<file path="src/rtl/pei_pkg.sv">
package pei_pkg;
  localparam int ADDR_W = 4;

  typedef enum logic [ADDR_W-1:0] {
    A_IEN_SET = 4'd0,
    A_IEN_CLR = 4'd1,
    A_IEN_RD  = 4'd2,
    A_XM_SET  = 4'd3,
    A_XM_CLR  = 4'd4,
    A_XM_RD   = 4'd5,
    A_LVL_SET = 4'd6,
    A_LVL_CLR = 4'd7,
    A_LVL_RD  = 4'd8,
    A_POL_SET = 4'd9,
    A_POL_CLR = 4'd10,
    A_POL_RD  = 4'd11,
    A_STAT    = 4'd12
  } reg_addr_e;

  // Mask index in the config bank
  localparam int CFG_IEN = 0;
  localparam int CFG_XM  = 1;
  localparam int CFG_LVL = 2;
  localparam int CFG_POL = 3;
  localparam int CFG_NUM = 4;
  // Addresses per config mask: set, clear, read
  localparam int CFG_STRIDE = 3;
endpackage

</file>
<file path="src/rtl/pei_mask_reg.sv">
module pei_mask_reg #(
  parameter int N = 32
) (
  input  logic         clk,
  input  logic         rst,
  input  logic         set_we,
  input  logic         clr_we,
  input  logic [N-1:0] wdata,
  output logic [N-1:0] mask_q,
  output logic [N-1:0] mask_nxt
);
  logic [N-1:0] set_bits;
  logic [N-1:0] clr_bits;

  always_comb begin
    set_bits = set_we ? wdata : '0;
    clr_bits = clr_we ? wdata : '0;
    mask_nxt = (mask_q | set_bits) & ~clr_bits;
  end

  always_ff @(posedge clk) begin
    if (rst) mask_q <= '0;
    else     mask_q <= mask_nxt;
  end
endmodule

</file>
<file path="src/rtl/pei_detect.sv">
module pei_detect #(
  parameter int N = 32
) (
  input  logic         clk,
  input  logic         rst,
  input  logic [N-1:0] pin_i,
  input  logic [N-1:0] xm,
  input  logic [N-1:0] lvl,
  input  logic [N-1:0] pol,
  output logic [N-1:0] hit_o
);
  logic [N-1:0] prev_q;

  // Reset loads the live pins so no edge appears on release
  always_ff @(posedge clk) begin
    prev_q <= pin_i;
  end

  for (genvar i = 0; i < N; i++) begin : g_pin
    logic rise, fall, any, cond;
    always_comb begin
      rise = pin_i[i] & ~prev_q[i];
      fall = ~pin_i[i] & prev_q[i];
      any  = pin_i[i] ^ prev_q[i];
      if (!xm[i])      cond = any;
      else if (lvl[i]) cond = pol[i] ? pin_i[i] : ~pin_i[i];
      else             cond = pol[i] ? rise : fall;
      hit_o[i] = cond & ~rst;
    end
  end
endmodule

</file>
<file path="src/rtl/pei_status.sv">
module pei_status #(
  parameter int N = 32
) (
  input  logic         clk,
  input  logic         rst,
  input  logic [N-1:0] hit,
  input  logic         clr_rd,
  output logic [N-1:0] stat_q,
  output logic [N-1:0] stat_nxt
);
  // New hits take priority over the read clear
  always_comb begin
    stat_nxt = (clr_rd ? '0 : stat_q) | hit;
  end

  always_ff @(posedge clk) begin
    if (rst) stat_q <= '0;
    else     stat_q <= stat_nxt;
  end
endmodule

</file>
<file path="src/rtl/pin_event_irq.sv">
module pin_event_irq
  import pei_pkg::*;
#(
  parameter int N = 32
) (
  input  logic              clk,
  input  logic              rst,
  input  logic [N-1:0]      pin_i,
  input  logic              wr_en,
  input  logic              rd_en,
  input  logic [ADDR_W-1:0] addr,
  input  logic [N-1:0]      wdata,
  output logic [N-1:0]      rdata,
  output logic              irq_o
);
  logic [N-1:0] cfg_q   [CFG_NUM];
  logic [N-1:0] cfg_nxt [CFG_NUM];
  logic [N-1:0] hit;
  logic [N-1:0] stat_q;
  logic [N-1:0] stat_nxt;
  logic         clr_rd;
  logic [N-1:0] rd_mux;

  for (genvar g = 0; g < CFG_NUM; g++) begin : g_cfg
    localparam logic [ADDR_W-1:0] SET_A = ADDR_W'(CFG_STRIDE * g);
    localparam logic [ADDR_W-1:0] CLR_A = ADDR_W'(CFG_STRIDE * g + 1);
    pei_mask_reg #(.N(N)) u_mask (
      .clk     (clk),
      .rst     (rst),
      .set_we  (wr_en && addr == SET_A),
      .clr_we  (wr_en && addr == CLR_A),
      .wdata   (wdata),
      .mask_q  (cfg_q[g]),
      .mask_nxt(cfg_nxt[g])
    );
  end

  pei_detect #(.N(N)) u_det (
    .clk  (clk),
    .rst  (rst),
    .pin_i(pin_i),
    .xm   (cfg_q[CFG_XM]),
    .lvl  (cfg_q[CFG_LVL]),
    .pol  (cfg_q[CFG_POL]),
    .hit_o(hit)
  );

  assign clr_rd = rd_en && (addr == A_STAT);

  pei_status #(.N(N)) u_stat (
    .clk     (clk),
    .rst     (rst),
    .hit     (hit),
    .clr_rd  (clr_rd),
    .stat_q  (stat_q),
    .stat_nxt(stat_nxt)
  );

  always_comb begin
    rd_mux = '0;
    for (int g = 0; g < CFG_NUM; g++) begin
      if (int'(addr) >= CFG_STRIDE * g && int'(addr) < CFG_STRIDE * (g + 1))
        rd_mux = cfg_q[g];
    end
    if (addr == A_STAT) rd_mux = stat_q;
  end

  always_ff @(posedge clk) begin
    if (rst) begin
      rdata <= '0;
      irq_o <= 1'b0;
    end else begin
      if (rd_en) rdata <= rd_mux;
      irq_o <= |(stat_nxt & cfg_nxt[CFG_IEN]);
    end
  end
endmodule

</file>
<file path="config.mk">
export PLATFORM = sky130hd
export DESIGN_NAME = pin_event_irq
export DESIGN_NICKNAME = d
export VERILOG_FILES = /design/src/rtl/pei_pkg.sv /design/src/rtl/pei_mask_reg.sv /design/src/rtl/pei_detect.sv /design/src/rtl/pei_status.sv /design/src/rtl/pin_event_irq.sv
export SDC_FILE = /design/constraint.sdc
export NUM_CORES = 1
export LEC_CHECK = 0
export CAP_MARGIN = 10
export CORE_MARGIN = 3
export CORE_UTILIZATION = 25
export DETAILED_ROUTE_END_ITERATION = 16
export PLACE_DENSITY = 0.4
export SLEW_MARGIN = 20
export SYNTH_ARGS = -nofsm -noshare
export SYNTH_HDL_FRONTEND = slang
export SYNTH_HIERARCHICAL = 1
export SYNTH_SLANG_ARGS = --single-unit
</file>
<file path="constraint.sdc">
create_clock -name clk -period 2.15 [get_ports clk]
set_clock_uncertainty 0.1 [all_clocks]
set_input_delay 0.215 -clock clk [delete_from_list [all_inputs] [get_ports clk]]
set_output_delay 0.215 -clock clk [all_outputs]
set_load 0.005 [all_outputs]
</file>
==> summary.txt, run 1 <==
Yosys
  – Cells after synthesis: 1462
  – Syn_nets: roughly 1.6k
  – Mapped Area: about 14000 um^2
  – YS warnings: 6
  – Synth Area per Inst: 9.642 um^2

Setup path
  – Max incr delay on CP: around 0.64 ns
  – Slowest CP cell: clkdlybuf4s50_1
  – Startpoint types: input port
  – Worst Path Max Fanout: 17
  – Crit path cell chain: clkdlybuf4s50_1 > nand2_1 > nor3_4 > clkbuf_16 > buf_4 > a21oi_1 > a22oi_2 > nand4_1 > nor4_2 > nor2_1
  – Delay-heaviest family, CP: buffers and inverters
  – Worst path bufs/invs: 3
  – CP Capture Type: flop
  – Worst EP arrival: 2.52 ns
  – WP data required: 2.52 ns
  – Crit Path Category: input port to flop

Clock tree
  – Clock Tree Root: clkbuf_16
  – CTS tree: built
  – Clock sink total: 225
  – H-Tree Depth: 1
  – CTS clk-pin slew, worst paths: roughly 0.06 ns
  – Skew-Pair Late Insertion Delay: ~0.59 ns
  – TritonCTS buffer count: 30
  – Deepest clock path buffer count: 3

Timing
  – Final worst path period share: 1.000
  – Worst Hold Slack: 0.04894 ns
  – Slew Viols, Final: 0
  – Minimum clock period: 2.151 ns
  – Relative max-transition margin: 0.6221
  – RSZ-0062 raised after global routing: true
  – Setup violators final: 1
  – Hold Vio Cnt, Final: 0
  – Fmax: around 460 MHz
  – Worst slew pin tran: 0.5669 ns
  – Setup ws final: -0.0007245 ns

Layout
  – Cell Count, Final, Fillers Out: 2581
  – Final nets: ~2k
  – Design Area, Final: around 20000 um^2
  – Area Overhead vs Synth: 39.52%
  – Area of the multi-input gates: 8581 um^2
  – Fill cell count: 5576
  – Layout cells sized above 1: 0.4233
  – Diodes inserted: 0
  – Commonest non-fill, non-tap cell in the layout: buf_4
  – FF/Latch Area: 4509 um^2
  – Commonest non-fill, non-tap cells in the layout: 283 x buf_4, 221 x dfxtp_1, 150 x a21oi_2, 128 x inv_1, 120 x a211oi_2

Global route
  – Largest net degree at the start of global routing: 35
  – First-pass GRT wire length: 79320 um
  – Number of global-route vias before repair: between 10k and 15k
  – GRT Total Usage: 0.1737
  – Remaining Overflow, GRT: 0
  – Initial antenna violation count: 0

Floorplan
  – Die span in x: roughly 240 um
  – Core Region: ~55000 um^2
  – Starting Density: 0.2544
  – DIE AREA: 59270 um^2
  – Height of the die: 243.5 um
  – # IOs: 105
  – # rows: 86

Power and ir drop
  – Peak supply drop: 0.5340 mV
  – Total power: between 10 and 15 mW
  – PD cells: 625.4 nW/um^2
  – Leak: 7.328 nW

Worst hold path
  – Min-Delay Path Class: input port to flop

Route
  – Final wirelength: 53440 um
  – Drt wl/cell: 20.71 um
  – DR vias: ~13k
  – Routed Antenna Nets: 0
  – First drt pass iteration count: 5
  – Initial DRC count: 702
  – Vias per cell: between 4 and 5
  – DRC: 0

Placement
  – Area after DPL: 18270 um^2
  – I/O Buffers: 104
  – # placed instances: 2513
  – Post-DP HPWL: 38690 um
  – Place WS: -0.6561 ns
  – RePlAce Congestion: between 0.8 and 0.9

Run
  – Max Cap Viol: 0

Outcome
  – Failing checks: negative setup slack
  – Outcome: finished, violations left
## registers in the layout, summed over array words and instances, names as in the netlist
register	count
u_stat/stat_q	32
g_cfg.u_mask/mask_q	128
rdata	32
irq_o	1
u_det/prev_q	32
## per-layer routing
layer,global-route usage,wire (um),vias up
li1,-,-,6159
met4,0.03779,878,0
met2,0.2765,24020,240
met1,0.2487,26170,6099
met5,0,0,-
met3,0.02432,2376,60
## where the power goes
part           switching, mW  internal, mW  leakage (nW)
Clock                   2.13          3.72         0.572
Combinational           1.06         0.939          4.92
Sequential             0.137          4.31          1.84
Total                   3.32          8.98          7.33
## cell type report
cell class / instances / share of cell area
Sequential cell: 225 / 0.2293
Tap cell: 748 / 0.04759
Inverter: 130 / 0.02481
Clock inverter: 15 / 0.01292
Clock buffer: 41 / 0.04543
Timing Repair Buffer: 429 / 0.2037
Multi-Input combinational cell: 993 / 0.4363
## path summary, 6_finish.rpt
| check | to | startpoint | slack (ns) | cells after the start |
|---|---|---|---|---|
| max | irq_o | wr_en | -0.0007 | 10 |
| min reg2reg | rdata[7] | rdata[7] | 0.37 | 2 |
| min | u_det/prev_q[21] | pin_i[21] | 0.05 | 1 |
| max reg2reg | irq_o | u_det/prev_q[12] | -0.0007 | 11 |
## timing repair
action / 4_1_cts / 5_1_grt
cloned: 0 / 1
endpoints found under the setup margin: 1 / 1
hold buffers: 1 / 0
setup buffers: 2 / 8
resized for setup: 10 / 25
pin swaps: 1 / 8
hold endpoints to repair: 5 / 0
## stage by stage
step                        util    TNS (ns)
after floorplan                -           0
after global placement    0.3297      -31.32
after detailed placement  0.3297      -31.59
after CTS                 0.3518           0
after global routing      0.3549     -0.1418
final                     0.3549  -0.0007245
(Power assumes the default switching activity.)
==> inputs of run 2 (changes only) <==
--- a/config.mk
+++ b/config.mk
@@ -8,6 +8,7 @@
 export CAP_MARGIN = 10
 export CORE_MARGIN = 3
 export CORE_UTILIZATION = 25
+export CTS_CLUSTER_SIZE = 28
 export DETAILED_ROUTE_END_ITERATION = 16
 export PLACE_DENSITY = 0.4
 export SLEW_MARGIN = 20
==> results of run 2 <==
Same layout as run 1: the final DEF is identical, and so are final timing and power.
